**src/rtl/rtc_cal_pkg.sv**
```systemverilog
package rtc_cal_pkg;

    localparam int NREG  = 9;
    localparam int IDX_W = $clog2(NREG);

    localparam int IX_SEC  = 0;
    localparam int IX_MIN  = 1;
    localparam int IX_HR   = 2;
    localparam int IX_DATE = 3;
    localparam int IX_MON  = 4;
    localparam int IX_WDAY = 5;
    localparam int IX_YEAR = 6;
    localparam int IX_CTRL = 7;
    localparam int IX_CENT = 8;

    typedef logic [NREG-1:0][7:0] regs_t;

    typedef struct packed {
        regs_t            data;
        logic [NREG-1:0]  vld;
    } shadow_t;

    typedef struct packed {
        regs_t cnt;
        regs_t snap;
    } core_t;

    // Two-digit BCD increment without range wrap; callers handle the limit.
    function automatic logic [7:0] bcd_inc(input logic [7:0] v);
        if (v[3:0] >= 4'd9) return {v[7:4] + 4'd1, 4'd0};
        return {v[7:4], v[3:0] + 4'd1};
    endfunction

    // Year divisible by 4: tens*10 mod 4 equals 2 when the tens digit is odd.
    function automatic logic bcd_leap(input logic [7:0] yr);
        logic [4:0] s;
        s = {3'b000, yr[4], 1'b0} + {1'b0, yr[3:0]};
        return (s[1:0] == 2'b00);
    endfunction

    function automatic logic [7:0] month_last(input logic [7:0] mon, input logic [7:0] yr);
        case (mon)
            8'h02:                      return bcd_leap(yr) ? 8'h29 : 8'h28;
            8'h04, 8'h06, 8'h09, 8'h11: return 8'h30;
            default:                    return 8'h31;
        endcase
    endfunction

endpackage

```
**src/rtl/rtc_bcd_step.sv**
```systemverilog
module rtc_bcd_step
    import rtc_cal_pkg::*;
(
    input  regs_t cur_i,
    output regs_t nxt_o
);
    logic       c_min, c_hr, c_day, c_mon, c_year;
    logic       pm;
    logic [4:0] h12;
    logic [5:0] h24;
    logic [7:0] last;

    always_comb begin
        nxt_o  = cur_i;
        c_min  = 1'b0;
        c_hr   = 1'b0;
        c_day  = 1'b0;
        c_mon  = 1'b0;
        c_year = 1'b0;
        pm     = cur_i[IX_HR][5];
        h12    = cur_i[IX_HR][4:0];
        h24    = cur_i[IX_HR][5:0];
        last   = month_last(cur_i[IX_MON], cur_i[IX_YEAR]);

        // seconds, bit 7 (output enable) preserved
        if (cur_i[IX_SEC][6:0] == 7'h59) begin
            nxt_o[IX_SEC][6:0] = 7'h00;
            c_min = 1'b1;
        end else begin
            nxt_o[IX_SEC][6:0] = bcd_inc({1'b0, cur_i[IX_SEC][6:0]})[6:0];
        end

        // minutes
        if (c_min) begin
            if (cur_i[IX_MIN][6:0] == 7'h59) begin
                nxt_o[IX_MIN][6:0] = 7'h00;
                c_hr = 1'b1;
            end else begin
                nxt_o[IX_MIN][6:0] = bcd_inc({1'b0, cur_i[IX_MIN][6:0]})[6:0];
            end
        end

        // hours, 12 or 24 hour encoding
        if (c_hr) begin
            if (cur_i[IX_HR][7]) begin
                if (h12 == 5'h11) begin
                    h12   = 5'h12;
                    c_day = pm;
                    pm    = ~pm;
                end else if (h12 == 5'h12) begin
                    h12 = 5'h01;
                end else begin
                    h12 = bcd_inc({3'b000, h12})[4:0];
                end
                nxt_o[IX_HR] = {1'b1, cur_i[IX_HR][6], pm, h12};
            end else begin
                if (h24 == 6'h23) begin
                    h24   = 6'h00;
                    c_day = 1'b1;
                end else begin
                    h24 = bcd_inc({2'b00, h24})[5:0];
                end
                nxt_o[IX_HR] = {cur_i[IX_HR][7:6], h24};
            end
        end

        // date and weekday
        if (c_day) begin
            if (cur_i[IX_DATE] == last) begin
                nxt_o[IX_DATE] = 8'h01;
                c_mon = 1'b1;
            end else begin
                nxt_o[IX_DATE] = bcd_inc(cur_i[IX_DATE]);
            end
            if (cur_i[IX_WDAY] >= 8'h07) nxt_o[IX_WDAY] = 8'h01;
            else                         nxt_o[IX_WDAY] = cur_i[IX_WDAY] + 8'h01;
        end

        // month
        if (c_mon) begin
            if (cur_i[IX_MON] == 8'h12) begin
                nxt_o[IX_MON] = 8'h01;
                c_year = 1'b1;
            end else begin
                nxt_o[IX_MON] = bcd_inc(cur_i[IX_MON]);
            end
        end

        // year and century
        if (c_year) begin
            if (cur_i[IX_YEAR] == 8'h99) begin
                nxt_o[IX_YEAR] = 8'h00;
                nxt_o[IX_CENT] = (cur_i[IX_CENT] == 8'h99) ? 8'h00 : bcd_inc(cur_i[IX_CENT]);
            end else begin
                nxt_o[IX_YEAR] = bcd_inc(cur_i[IX_YEAR]);
            end
        end
    end
endmodule

```
**src/rtl/rtc_shadow_buf.sv**
```systemverilog
module rtc_shadow_buf
    import rtc_cal_pkg::*;
(
    input  logic             clk,
    input  logic             rst_n,
    input  logic             wr_en_i,
    input  logic [IDX_W-1:0] wr_idx_i,
    input  logic [7:0]       wr_data_i,
    input  logic             frame_end_i,
    output regs_t            data_o,
    output logic [NREG-1:0]  vld_o
);
    shadow_t shd_d, shd_q;

    always_comb begin
        shd_d = shd_q;
        if (frame_end_i) begin
            shd_d.vld = '0;
        end else if (wr_en_i && (int'(wr_idx_i) < NREG)) begin
            for (int i = 0; i < NREG; i++) begin
                if (int'(wr_idx_i) == i) begin
                    shd_d.data[i] = wr_data_i;
                    shd_d.vld[i]  = 1'b1;
                end
            end
        end
    end

    always_ff @(posedge clk or negedge rst_n) begin
        if (!rst_n) shd_q <= '0;
        else        shd_q <= shd_d;
    end

    assign data_o = shd_q.data;
    assign vld_o  = shd_q.vld;
endmodule

```
**src/rtl/rtc_calendar_core.sv**
```systemverilog
module rtc_calendar_core
    import rtc_cal_pkg::*;
#(
    parameter logic [7:0] POR_YEAR    = 8'h70,
    parameter logic [7:0] POR_CENTURY = 8'h19
) (
    input  logic             clk,
    input  logic             rst_n,
    input  logic             tick_i,
    input  logic             wr_en_i,
    input  logic [IDX_W-1:0] wr_idx_i,
    input  logic [7:0]       wr_data_i,
    input  logic             frame_end_i,
    input  logic             frame_done_i,
    input  logic             snap_i,
    input  logic             alm_flag_i,
    input  logic [IDX_W-1:0] rd_idx_i,
    output logic [7:0]       rd_data_o,
    output logic             clk32_en_o
);
    localparam regs_t POR_REGS = {POR_CENTURY, 8'h00, POR_YEAR, 8'h01, 8'h01,
                                  8'h01, 8'h00, 8'h00, 8'h00};

    core_t           st_d, st_q;
    regs_t           step_nxt;
    regs_t           shd_data;
    logic [NREG-1:0] shd_vld;
    logic            load_now;
    logic            wp_on;
    regs_t           cnt_q;
    regs_t           snap_q;

    rtc_shadow_buf u_shadow (
        .clk         (clk),
        .rst_n       (rst_n),
        .wr_en_i     (wr_en_i),
        .wr_idx_i    (wr_idx_i),
        .wr_data_i   (wr_data_i),
        .frame_end_i (frame_end_i),
        .data_o      (shd_data),
        .vld_o       (shd_vld)
    );

    rtc_bcd_step u_step (
        .cur_i (st_q.cnt),
        .nxt_o (step_nxt)
    );

    always_comb begin
        st_d     = st_q;
        load_now = frame_end_i && frame_done_i && (|shd_vld);
        wp_on    = st_q.cnt[IX_CTRL][7];

        if (load_now) begin
            for (int i = 0; i < NREG; i++) begin
                if (shd_vld[i] && (!wp_on || i == IX_CTRL)) st_d.cnt[i] = shd_data[i];
            end
            st_d.cnt[IX_MIN][7]    = 1'b0;
            st_d.cnt[IX_CTRL][6:0] = 7'h00;
        end else if (tick_i) begin
            st_d.cnt = step_nxt;
        end

        if (snap_i) begin
            st_d.snap             = st_q.cnt;
            st_d.snap[IX_MIN][7]  = alm_flag_i;
        end
    end

    always_ff @(posedge clk or negedge rst_n) begin
        if (!rst_n) begin
            st_q.cnt  <= POR_REGS;
            st_q.snap <= POR_REGS;
        end else begin
            st_q <= st_d;
        end
    end

    assign cnt_q      = st_q.cnt;
    assign snap_q     = st_q.snap;
    assign rd_data_o  = (int'(rd_idx_i) < NREG) ? st_q.snap[rd_idx_i] : 8'h00;
    assign clk32_en_o = ~st_q.cnt[IX_SEC][7];
endmodule

```
**config.mk**
```make
export PLATFORM = sky130hd
export DESIGN_NAME = rtc_calendar_core
export DESIGN_NICKNAME = d
export VERILOG_FILES = /design/src/rtl/rtc_cal_pkg.sv /design/src/rtl/rtc_bcd_step.sv /design/src/rtl/rtc_shadow_buf.sv /design/src/rtl/rtc_calendar_core.sv
export SDC_FILE = /design/constraint.sdc
export NUM_CORES = 1
export LEC_CHECK = 0
export BUFFER_PORTS_ARGS = -buffer_cell sky130_fd_sc_hd__buf_2
export CAP_MARGIN = 0
export CORE_ASPECT_RATIO = 1.2
export CORE_MARGIN = 5
export CORE_UTILIZATION = 50
export DETAILED_ROUTE_END_ITERATION = 8
export PLACE_DENSITY = 0.66
export REMOVE_ABC_BUFFERS = 1
export SYNTH_ARGS = -nofsm -noshare
export SYNTH_HDL_FRONTEND = slang
export SYNTH_SLANG_ARGS = --single-unit
```
**constraint.sdc**
```tcl
create_clock -name clk -period 3.2 [get_ports clk]
set_clock_uncertainty 0.2 [all_clocks]
set_input_delay 0.32 -clock clk [delete_from_list [all_inputs] [get_ports clk]]
set_output_delay 0.32 -clock clk [all_outputs]
set_load 0.02 [all_outputs]
```
==> flow_summary.ini <==
[run_status]
outcome = complete, no violations

[timing]
max_freq_mhz = 330
period_needed_ns = 3.03
setup_violations = 0
slew_headroom_pct = 56.4
fin_hold_ws_ns = 0.0313
hold_violations = 0
worst_pin_slew_ns = 0.654
finalCritPeriodShare_pct = 94.8
drv_slew = 0
final.setup.tns_ns = 0
setup_ws_ns = 0.166
rsz0062_at_grt = true

[die]
core_mm2 = 0.0202
die_height_um = 166
row_count = 57
die_w_um = 140
die_area_mm2 = 0.0233
num_io_pins = 33
initial_core_util_pct = 50.4

[logic_synthesis]
synth.avg_cell_area_um2 = 11.2
syn_inst = 911
ys_types = 67
synth_top_family_by_area = multiplexers
ys_ff_latch = 202
yosys_warnings = 0
synth_compound_area_share_pct = 12.4
synth_largest_area_cell = dfrtp_1
ys_top_cells_by_area = dfrtp_1 (45%), mux2_2 (15%), ha_1 (4.7%), dfstp_2 (4.6%), o21ai_0 (3.8%)
seq_area_frac_synth_pct = 49.9
synthXorXnorAreaFrac_pct = 0.0861
synth_edf_count = 0
synthAdderAreaFrac_pct = 4.67
netlist_area_mm2 = 0.0102
muxShareOfSynthArea_pct = 18.4
async_reset_ff_share_pct = 100
synthSimpleGateAreaFrac_pct = 11.6
synth_top_cell_area_share_pct = 45.2
ys.flop_type = dfrtp_1

[clocking]
cts.sinks = 202
cts.clk_slew.worst_paths_ns = 0.06
clkLatencyLatePin_ns = 0.50
numCtsBuffers = 21
cts_tree = done
clk_path_buf_depth = 3
h-tree-depth = 1
cts-root-buf = clkbuf_16

[routing]
first_iter_violations = 494
first_pass_iters = 5
avgViaCountPerCell = 5.91
routedWlPerCell_um = 20.6
vias = 7342
wl_mm = 25.6
postRouteAntennaNets = 0
drc = 0

[hold_path]
worstHoldPathCells = 3
min_from = wr_idx_i[1]
hp-class = in -> reg
holdPathEnd = u_shadow.data_o[63]

[critical_path]
cp.required_ns = 3.37
path_common_cell = nor4_1
r2r_setup_slack_ns = 0.17
path_cells = inv_1 > ha_1 > or4b_4 > nor4_1 > a32oi_1 > o21a_1 > nor4_1 > a21oi_2 > a211oi_1 > a21oi_1
cp_data_arrival_time_ns = 3.20
r2r_start = cnt_q[32]
path_class = reg -> reg
slowest_delay_ns = 0.55
rr_worst_depth = 10
end_kind = flop
crit_slowest_cell = nor4_1
cp_max_fo = 7
startpoint_type = flop
reg2reg_to = cnt_q[65]

[global_routing]
grt_pass1_vias = 7412
track_usage_pct = 22.1
grt_pass1_wl_mm = 41.2
antenna_found_initial = 0
grt_max_degree = 81
overflow = 0

[place]
dpl.hpwl_mm = 18.1
io_buffers = 32
gp_congestion = 0.867
dp_cells = 1201
pre_cts_ws_ns = 0.203

[power_and_ir_drop]
swShare_pct = 29.2
p_seq_share_pct = 48.7
powerDensity_mw_per_mm2 = 616
comb_power_share_pct = 18.1
leakagePower_nw = 5.08
peakVddDrop_uv = 368
power_switching_w = 0.00207
internal_power_w = 0.00501
power_frac_clock_pct = 33.2

[finish]
nFillCells = 1717
utilization_pct = 56.9
layout.cells.most_common_list = dfrtp_1 (184), mux2_2 (136), o21ai_0 (77)
stdcell_count = 1243
drive_gt1_share_pct = 27.7
final_common_cell = dfrtp_1
nets = 1024
layout-area-overhead-vs-synth_pct = 12.9

[job]
maxCapViolations = 0
==> flip-flops by register name, indices dropped and copies added (netlist names) <==
signal / flops
snap_q: 65
cnt_q: 64
u_shadow.data_o: 64
u_shadow.vld_o: 9
==> through the flow <==
| stage | instance area, um^2 | power, W |
|---|---|---|
| floorplan | 10000 | 0.00424 |
| CTS | 11500 | 0.00711 |
| global route | 11500 | 0.00746 |
| finish | 11500 | 0.00708 |
| detailed placement | 10800 | 0.00476 |
| global placement | 10800 | 0.00471 |
==> routing by layer <==
layer / routed length [um] / GRT usage (%)
met5: 0 / 0
met4: 510 / 5.60
met2: 12000 / 35.0
met3: 1330 / 3.11
met1: 11800 / 32.3
==> power by group through the flow <==
| stage | sequential, W | combinational [W] | clock [W] |
|---|---|---|---|
| floorplan | 0.00332 | 0.000920 | 0 |
| global placement | 0.00347 | 0.00125 | 0 |
| detailed placement | 0.00348 | 0.00128 | 0 |
| CTS | 0.00344 | 0.00129 | 0.00239 |
| global route | 0.00350 | 0.00146 | 0.00250 |
| finish | 0.00344 | 0.00128 | 0.00235 |
==> logic make-up after synthesis <==
logic type | Yosys count
simple gates | 235
compound gates | 202
flops | 202
mux | 158
buf+inv | 75
fa+ha+maj | 38
xor+xnor | 1
==> worst max-delay path by stage <==
stage                      start   endpoint  cells after the start
2_1_floorplan  u_shadow.vld_o[5]  cnt_q[27]                      8
3_3_place_gp           cnt_q[32]  cnt_q[30]                     10
3_5_place_dp           cnt_q[32]  cnt_q[30]                     10
4_1_cts                cnt_q[32]  cnt_q[30]                     10
5_1_grt                cnt_q[32]  cnt_q[65]                     10
6_report               cnt_q[32]  cnt_q[65]                     10
==> cell type report <==
| class | count | area, um^2 | share of cell area [%] |
|---|---|---|---|
| well taps | 265 | 332 | 2.89 |
| inverters | 43 | 161 | 1.41 |
| clock buffers | 33 | 631 | 5.49 |
| multi-input cells | 634 | 4830 | 42.0 |
| diodes | 1 | 2.50 | 0.0218 |
| clock inverters | 5 | 31.3 | 0.272 |
| flip-flops and latches | 202 | 5080 | 44.2 |
| repair buffers | 60 | 424 | 3.69 |
==> Yosys cell counts (9+ instances only) <==
| cell type | instances |
|---|---|
| nand3_1 | 42 |
| mux2_2 | 136 |
| dfrtp_1 | 184 |
| nand2_1 | 70 |
| nor2_1 | 38 |
| nor3b_1 | 11 |
| mux2i_1 | 12 |
| dfstp_2 | 18 |
| mux4_2 | 9 |
| nor2b_1 | 11 |
| o211ai_1 | 16 |
| clkbuf_1 | 26 |
| o21ai_0 | 77 |
| a21oi_1 | 54 |
| inv_1 | 42 |
| ha_1 | 38 |
| nor3_1 | 17 |
==> critical path, delay by kind of cell (launching register included) <==
family	cells	cell delay, ns
AO/OA/AOI/OAI	5	0.81
adder cells (fa/ha/maj)	1	0.16
buffers and inverters	1	0.10
flip-flops	1	0.40
AND/OR/NAND/NOR	3	1.22
==> timing repair <==
| item | in CTS | in global routing |
|---|---|---|
| setup buffers | 0 | 0 |
| endpoints found under the setup margin | 0 | 4 |
| hold endpoints to repair | 72 | 0 |
| hold buffers | 3 | 0 |
| resized for setup | 0 | 1 |
(Power assumes the default switching activity.)
